`src/rtl/exio_pkg.sv`:
```
package exio_pkg;
   localparam int unsigned SEL_W   = 3;
   localparam int unsigned NUM_REG = 4;

   // low two select bits name the register once the top bit is set
   typedef enum logic [1:0] {
      REG_PORT0 = 2'b00,
      REG_PORT1 = 2'b01,
      REG_DIR0  = 2'b10,
      REG_DIR1  = 2'b11
   } exio_reg_e;

   function automatic exio_reg_e sel_to_reg(input logic [SEL_W-1:0] s);
      return exio_reg_e'(s[1:0]);
   endfunction
endpackage

```
`src/rtl/exio_sync.sv`:
```
module exio_sync #(
   parameter int unsigned WIDTH  = 8,
   parameter int unsigned STAGES = 2
) (
   input  logic             clk,
   input  logic             rst_n,
   input  logic [WIDTH-1:0] din,
   output logic [WIDTH-1:0] dout
);
   if (STAGES < 2) begin : g_bad_stages
      $error("exio_sync: STAGES must be at least 2");
   end

   logic [WIDTH-1:0] stg [STAGES];

   for (genvar s = 0; s < STAGES; s++) begin : g_stage
      if (s == 0) begin : g_first
         always_ff @(posedge clk or negedge rst_n) begin
            if (!rst_n) stg[s] <= '0;
            else        stg[s] <= din;
         end
      end else begin : g_next
         always_ff @(posedge clk or negedge rst_n) begin
            if (!rst_n) stg[s] <= '0;
            else        stg[s] <= stg[s-1];
         end
      end
   end

   assign dout = stg[STAGES-1];
endmodule

```
`src/rtl/exio_decode.sv`:
```
module exio_decode
   import exio_pkg::*;
(
   input  logic                 clk,
   input  logic                 rst_n,
   input  logic                 ce_n,
   input  logic                 oe_n,
   input  logic                 we_n,
   input  logic [SEL_W-1:0]     rsel,
   output logic [NUM_REG-1:0]   wr_en,
   output logic                 rd_en,
   output exio_reg_e            rd_sel
);
   logic we_q;
   logic we_rise;

   always_ff @(posedge clk or negedge rst_n) begin
      if (!rst_n) we_q <= 1'b1;
      else        we_q <= we_n;
   end

   assign we_rise = we_n & ~we_q;
   assign rd_sel  = sel_to_reg(rsel);
   assign rd_en   = ~ce_n & ~oe_n & rsel[SEL_W-1];

   always_comb begin
      wr_en = '0;
      if (we_rise && !ce_n && rsel[SEL_W-1]) wr_en[rd_sel] = 1'b1;
   end
endmodule

```
`src/rtl/exio_port.sv`:
```
module exio_port #(
   parameter int unsigned WIDTH = 8
) (
   input  logic             clk,
   input  logic             rst_n,
   input  logic             wr_port,
   input  logic             wr_dir,
   input  logic [WIDTH-1:0] wdata,
   input  logic [WIDTH-1:0] pin_sync,
   output logic [WIDTH-1:0] port_q,
   output logic [WIDTH-1:0] dir_q,
   output logic [WIDTH-1:0] port_rd
);
   always_ff @(posedge clk or negedge rst_n) begin
      if (!rst_n) begin
         port_q <= '1;
         dir_q  <= '0;
      end else begin
         if (wr_port) port_q <= wdata;
         if (wr_dir)  dir_q  <= wdata;
      end
   end

   // output pins echo the register, input pins show the synchronised level
   assign port_rd = (port_q & dir_q) | (pin_sync & ~dir_q);
endmodule

```
`src/rtl/exio_regs.sv`:
```
module exio_regs
   import exio_pkg::*;
#(
   parameter int unsigned PORT_W      = 8,
   parameter int unsigned DATA_W      = 8,
   parameter int unsigned SYNC_STAGES = 2
) (
   input  logic                  clk,
   input  logic                  rst_n,
   input  logic                  ce_n,
   input  logic                  oe_n,
   input  logic                  we_n,
   input  logic [2:0]            rsel,
   input  logic [DATA_W-1:0]     data_i,
   output logic [DATA_W-1:0]     data_o,
   output logic                  data_oe,
   input  logic [2*PORT_W-1:0]   pin_i,
   output logic [2*PORT_W-1:0]   pin_o,
   output logic [2*PORT_W-1:0]   pin_oe
);
   localparam int unsigned NUM_PORT = 2;
   localparam int unsigned PAD_W    = DATA_W - PORT_W;

   if (PORT_W < 1 || PORT_W > DATA_W) begin : g_bad_width
      $error("exio_regs: PORT_W must be in 1..DATA_W");
   end

   logic [NUM_REG-1:0] wr_en;
   logic               rd_en;
   exio_reg_e          rd_sel;
   logic [PORT_W-1:0]  port_q  [NUM_PORT];
   logic [PORT_W-1:0]  dir_q   [NUM_PORT];
   logic [PORT_W-1:0]  port_rd [NUM_PORT];
   logic [PORT_W-1:0]  rd_val;

   exio_decode u_dec (
      .clk    (clk),
      .rst_n  (rst_n),
      .ce_n   (ce_n),
      .oe_n   (oe_n),
      .we_n   (we_n),
      .rsel   (rsel),
      .wr_en  (wr_en),
      .rd_en  (rd_en),
      .rd_sel (rd_sel)
   );

   for (genvar p = 0; p < NUM_PORT; p++) begin : g_port
      logic [PORT_W-1:0] pin_s;

      exio_sync #(.WIDTH(PORT_W), .STAGES(SYNC_STAGES)) u_sync (
         .clk   (clk),
         .rst_n (rst_n),
         .din   (pin_i[p*PORT_W +: PORT_W]),
         .dout  (pin_s)
      );

      exio_port #(.WIDTH(PORT_W)) u_port (
         .clk      (clk),
         .rst_n    (rst_n),
         .wr_port  (wr_en[p]),
         .wr_dir   (wr_en[NUM_PORT + p]),
         .wdata    (data_i[PORT_W-1:0]),
         .pin_sync (pin_s),
         .port_q   (port_q[p]),
         .dir_q    (dir_q[p]),
         .port_rd  (port_rd[p])
      );

      assign pin_o [p*PORT_W +: PORT_W] = port_q[p];
      assign pin_oe[p*PORT_W +: PORT_W] = dir_q[p];
   end

   always_comb begin
      unique case (rd_sel)
         REG_PORT0: rd_val = port_rd[0];
         REG_PORT1: rd_val = port_rd[1];
         REG_DIR0:  rd_val = dir_q[0];
         default:   rd_val = dir_q[1];
      endcase
   end

   if (PAD_W == 0) begin : g_no_pad
      assign data_o = rd_val;
      logic unused_hi;
      assign unused_hi = 1'b0;
   end else begin : g_pad
      assign data_o = {{PAD_W{1'b0}}, rd_val};
      logic unused_hi;
      assign unused_hi = ^data_i[DATA_W-1:PORT_W];
   end

   assign data_oe = rd_en;
endmodule

```
`config.mk`:
```
export PLATFORM = sky130hd
export DESIGN_NAME = exio_regs
export DESIGN_NICKNAME = d
export VERILOG_FILES = /design/src/rtl/exio_pkg.sv /design/src/rtl/exio_sync.sv /design/src/rtl/exio_decode.sv /design/src/rtl/exio_port.sv /design/src/rtl/exio_regs.sv
export SDC_FILE = /design/constraint.sdc
export NUM_CORES = 1
export LEC_CHECK = 0
export ABC_AREA = 0
export BUFFER_PORTS_ARGS = -buffer_cell sky130_fd_sc_hd__buf_2
export CAP_MARGIN = 40
export CORE_MARGIN = 2
export CORE_UTILIZATION = 47
export DETAILED_ROUTE_END_ITERATION = 8
export MAX_ROUTING_LAYER = met4
export PLACE_DENSITY = 0.78
export SETUP_SLACK_MARGIN = 0.2
export SYNTH_ARGS = -nofsm -noshare
export SYNTH_HDL_FRONTEND = slang
export SYNTH_HIERARCHICAL = 1
export SYNTH_SLANG_ARGS = --single-unit
```
`constraint.sdc`:
```
create_clock -name clk -period 1.37 [get_ports clk]
set_input_delay 0 -clock clk [delete_from_list [all_inputs] [get_ports clk]]
set_output_delay 0 -clock clk [all_outputs]
set_load 0.02 [all_outputs]
```
Yosys cells after proc, flatten, opt, wreduce, memory -nomap -nowiden
Index checks and enable logic that the tools add are counted.

storage, ports and cells
  flip-flop bits (word level) = 65
  bits in latches = 0
  bits in writable memories = 0
  memory bits (read-only) = 0
  output and inout bits = 41
  word-level logic and storage cells = 36
  memories kept = 0

operators by class
  $add $sub $neg = 0
  multiply operators = 0
  divide/modulo/power cells = 0
  magnitude comparators = 2
  equal/unequal tests = 2
  shift operators = 0
  multiplexer cells = 4
  bitwise operators = 14
  reduce and logical (&&, ||, !) cells = 5

operators by type and width
  kind                number
  $and 8x8->8         4
  $pmux 8 s3          1
  $not 8->8           2
  $or 8x8->8          2
  $mux 4              1
  $and 1x1->1         3
  $logic_and 1x1->1   3
  $lt 2x3->1 const B  1
  $not 1->1           3
  $demux 1 s2         1
  $eq 2x1->1 const B  1
  $eq 2x2->1 const B  1
  $ge 2x1->1 const B  1
  $logic_not 2->1     1
  $logic_not 1->1     1
  $mux 1              1

Depth between registers and ports, before layout
  word-level depth = 5
  gate-level depth with buffers = 4
  gate-level depth less buffers = 3

Modules after synthesis
The synthesis kept the hierarchy.

modules (own cells, without submodules)
  module       times used  cells each  area an instance (um2)  seq. area each (um2)
  exio_port    2           42          763.2                   410.4
  exio_sync    2           24          460.4                   400.4
  exio_regs    1           10          196.4                   0.0
  exio_decode  1           10          113.9                   26.3

Worst setup path after synthesis
OpenSTA, ideal clock, no wires.

  path type = flip-flop to flip-flop
  start point = register u_dec.we_q
  end point = register g_port[0].u_port.dir_q[0]
  arrival = 1.239 ns
  required time = 1.245 ns
  path slack = 0.006 ns
  cell stages (with the launch flop) = 5
  buffers on the path = 1
  clock period less this slack = 1.364 ns
  cells stage by stage = dfstp_2 nand4bb_4 nor3b_2 buf_6 mux2_4

on the way
  word-level cells in the longest chain between the ends = 5

ends and longest elaborated chain
  item                             line               text
  start, declared                  exio_decode.sv:14  logic we_q;
  start signal, assigned           exio_decode.sv:19  else we_q <= we_n;
  $not 1->1                        exio_decode.sv:22  assign we_rise = we_n & ~we_q;
  $and 1x1->1                      exio_decode.sv:22
  $logic_and 1x1->1 (2 in series)  exio_decode.sv:28  if (we_rise && !ce_n && rsel[SEL_W-1]) wr_en[rd_sel] = 1'b1;
  $mux 4                           exio_decode.sv:28
  named net wr_en[2]               exio_regs.sv:28    logic [NUM_REG-1:0] wr_en;
  end signal, assigned             exio_port.sv:20    if (wr_dir) dir_q <= wdata;
  end, declared                    exio_port.sv:11    output logic [WIDTH-1:0] dir_q,

The timed path passes the listed nets, and every way through them passes these cells.
A chain may end at the register's enable or synchronous reset.

==> run summary <==
Outcome - finished with violations
Failing checks - setup timing
Fin nets - 298
RSZ-0062 raised after global routing - true
Maximum number of buffers from clock root to sink - 2
Post-Syn Nets - 184
Clk slew on worst S/H paths - 0.07 ns
PD cells - 1480 nW/um^2
Footprint of the multi-input gates - 998 sq um
Count of different cell masters after synthesis - 14
Max VDD drop - 985 uV
Crit Path Max Fanout - 2
R2r setup slk - -0.09 ns
Total wire length - 5860 um
Logic gate share of total power - 28.0%
Remaining DRCs - 0
CTS tree - yes
Layout cells sized above 1 - 77.5%
Worst-Skew Late Latency - 0.33 ns
CP endpoint - data_o[2]
Critical-path cell list - mux2_4 -> mux4_2 -> buf_6
Commonest cells after routing, fill and taps aside - 64 x buf_2, 48 x mux2_4, 32 x dfrtp_1, 26 x dlygate4sd3_1, 20 x buf_4
PortBufs - 72
# H-tree levels - 3
Worst Hold Class - input pin to asynchronous set/reset pin
GRT Util Overall - 20.2%
Rows - 27
Initial antenna violation count - 0
Syn Inst Count - 152
Clock share of power - 29.9%
CP Data Arrival Time - 1.68 ns
First-pass GRT wire length - 9270 um
Achievable Freq - 595 MHz
Sink Count - 65
FF+latch area - 1670 sq um
Die height - 80.6 um
Placed Area - 3310 sq um
Seq/Total Area, Yosys - 59.8%
CTS root buf - clkbuf_8
P_leak - 1.85 nW
Initial Util - 49.5%
Final setup fails - 28
Fin crit share - 123%
Crit. Startpoint - g_port[1].u_port/dir_q[2]$_DFFE_PN0P_
Critical path class - flip-flop to output pin
Min cycle time layout - 1.68 ns
Sw Share - 27.6%
Synth warnings - 6
Total core area - 5570 sq um
Final Hold Vio Count - 0
Critical path required time - 1.37 ns
Worst Slack Setup Final - -0.310 ns
Seq cells post-synth - 65
R2R cell count - 4
Startpoint types - flip-flop
Ports - 73
Drt pass-1 iters - 3
Fillers - 355
Slew headroom - 62.2%
Antenna Nets Post-Route - 0
Gr ovfl total - 0
Largest net degree at the start of global routing - 24
Max_cap viols - 0
Diodes inserted - 0
Vias per inst - 4.80
Avg Cell Area, Syn - 18.1 sq um
Post-DP HPWL - 4010 um
Most common cell after layout, fill and taps aside - buf_2
Final Instance Area - 3910 sq um
Die ar. - 6500 sq um
RR Endpoint - g_port[0].u_port/dir_q[7]$_DFFE_PN0P_
P_sw - 1.59 mW
Hold_ws - 0.203 ns
Final Core Density - 70.1%
WL/cell - 17.1 um
CTS Buf Count - 9
Vias in the first global route - 1,821
Die width - 80.6 um
Post-Syn Area - 2760 sq um
Least-Margin Pin Slew - 0.567 ns
Worst setup EP type - output pin
Int Power - 4.18 mW
Slew Viols, Final - 0
Share of power burned in registers - 42.0%
Worst Skew - 0.00563 ns
Routed vias - 1,645
Starting DRC count in detailed routing - 72
Syn-to-layout area delta - 41.7%
CP peak stage delay - 0.46 ns
Placer Congestion - 0.798
Slowest stage cell, crit path - mux4_2
FF-to-FF Start - u_dec/we_q$_DFF_PN1_
-- worst max-delay path, delay by kind of cell, from the launching register on --
kind     cells  cell delay [ns]
flops        1             0.43
mux          2             0.76
buf+inv      1             0.15
-- final cells by class --
class                   instances  share of cell area [%]
clock buffers                  10                    3.27
repair buffers                127                    24.1
multi-input cells              63                    25.6
clock inverters                 6                    2.11
well taps                      72                    2.31
flip-flops and latches         65                    42.7
-- flip-flops by register name, indices dropped and copies added (netlist names) --
register and count:
g_port.u_sync/stg 16, u_dec/we_q 1, g_port.u_port/port_q 16, g_port.u_port/dir_q 16, g_port.u_sync/dout 16
-- cells by family (layout without fill, tap and decap cells) --
family                 Yosys count  after routing  share of synthesized area, %
muxes                           56             56                          30.5
buffers and inverters           24            143                          7.12
and+or+nand+nor                  7              7                          2.63
DFF                             65             65                          59.8
-- how the worst min path moves through the flow --
stage / to / slack [ns]
2_1_floorplan: g_port[0].u_port/dir_q[0]$_DFFE_PN0P_ / -0.30
3_3_place_gp: g_port[1].u_sync/stg[14]$_DFF_PN0_ / 0.009
3_5_place_dp: g_port[1].u_sync/stg[14]$_DFF_PN0_ / 0.02
4_1_cts: g_port[1].u_sync/stg[14]$_DFF_PN0_ / 0.19
5_1_grt: g_port[0].u_port/dir_q[6]$_DFFE_PN0P_ / 0.25
6_report: g_port[1].u_sync/stg[14]$_DFF_PN0_ / 0.20
-- per-stage QoR --
| stage | power, mW | setup slack [ns] | TNS [ns] | cells |
|---|---|---|---|---|
| CTS | 5.81 | -0.329 | -3.36 | 343 |
| detailed placement | 3.89 | -0.0195 | -0.279 | 297 |
| global placement | 3.85 | 0.0103 | 0 | 297 |
| global route | 6.00 | -0.346 | -5.69 | 343 |
| floorplan | 3.36 | 0.0562 | 0 | 152 |
| finish | 5.77 | -0.310 | -3.68 | 343 |
-- power by group through the flow --
stage	Clock, mW	Sequential (mW)	Combinational (mW)
final	1.73	2.42	1.62
after global routing	1.84	2.45	1.71
after CTS	1.76	2.42	1.62
after detailed placement	0	2.46	1.43
after global placement	0	2.45	1.40
after floorplan	0	2.69	0.669
-- layer usage --
| layer | GRT usage, % | vias to the layer above | wire length (um) |
|---|---|---|---|
| met1 | 23.5 | 846 | 2460 |
| li1 | - | 752 | - |
| met2 | 34.6 | 38 | 3150 |
| met4 | 9.66 | 0 | 78 |
| met3 | 3.03 | 9 | 169 |
| met5 | - | - | 0 |
-- cell usage after synthesis --
| master | instances | area share [%] |
|---|---|---|
| nand2_1 | 1 | 0.14 |
| mux4_2 | 8 | 6.5 |
| clkbuf_2 | 1 | 0.18 |
| buf_4 | 18 | 4.9 |
| nor3b_2 | 2 | 0.91 |
| mux2_2 | 16 | 6.5 |
| nor2_1 | 1 | 0.14 |
| dfstp_2 | 17 | 16 |
| nor3_1 | 1 | 0.18 |
| nor3b_1 | 1 | 0.27 |
| buf_6 | 5 | 2.0 |
| nand4bb_4 | 1 | 1.0 |
| dfrtp_1 | 48 | 44 |
| mux2_4 | 32 | 17 |
-- repair_timing --
action | 4_1_cts | 5_1_grt
hold buffers | 26 | 0
hold endpoints to repair | 62 | 0
endpoints found under the setup margin | 40 | 40
pin swaps | 1 | 0
setup buffers | 4 | 0
resized for setup | 21 | 6
Note: power is estimated with default switching activity, not from simulation.
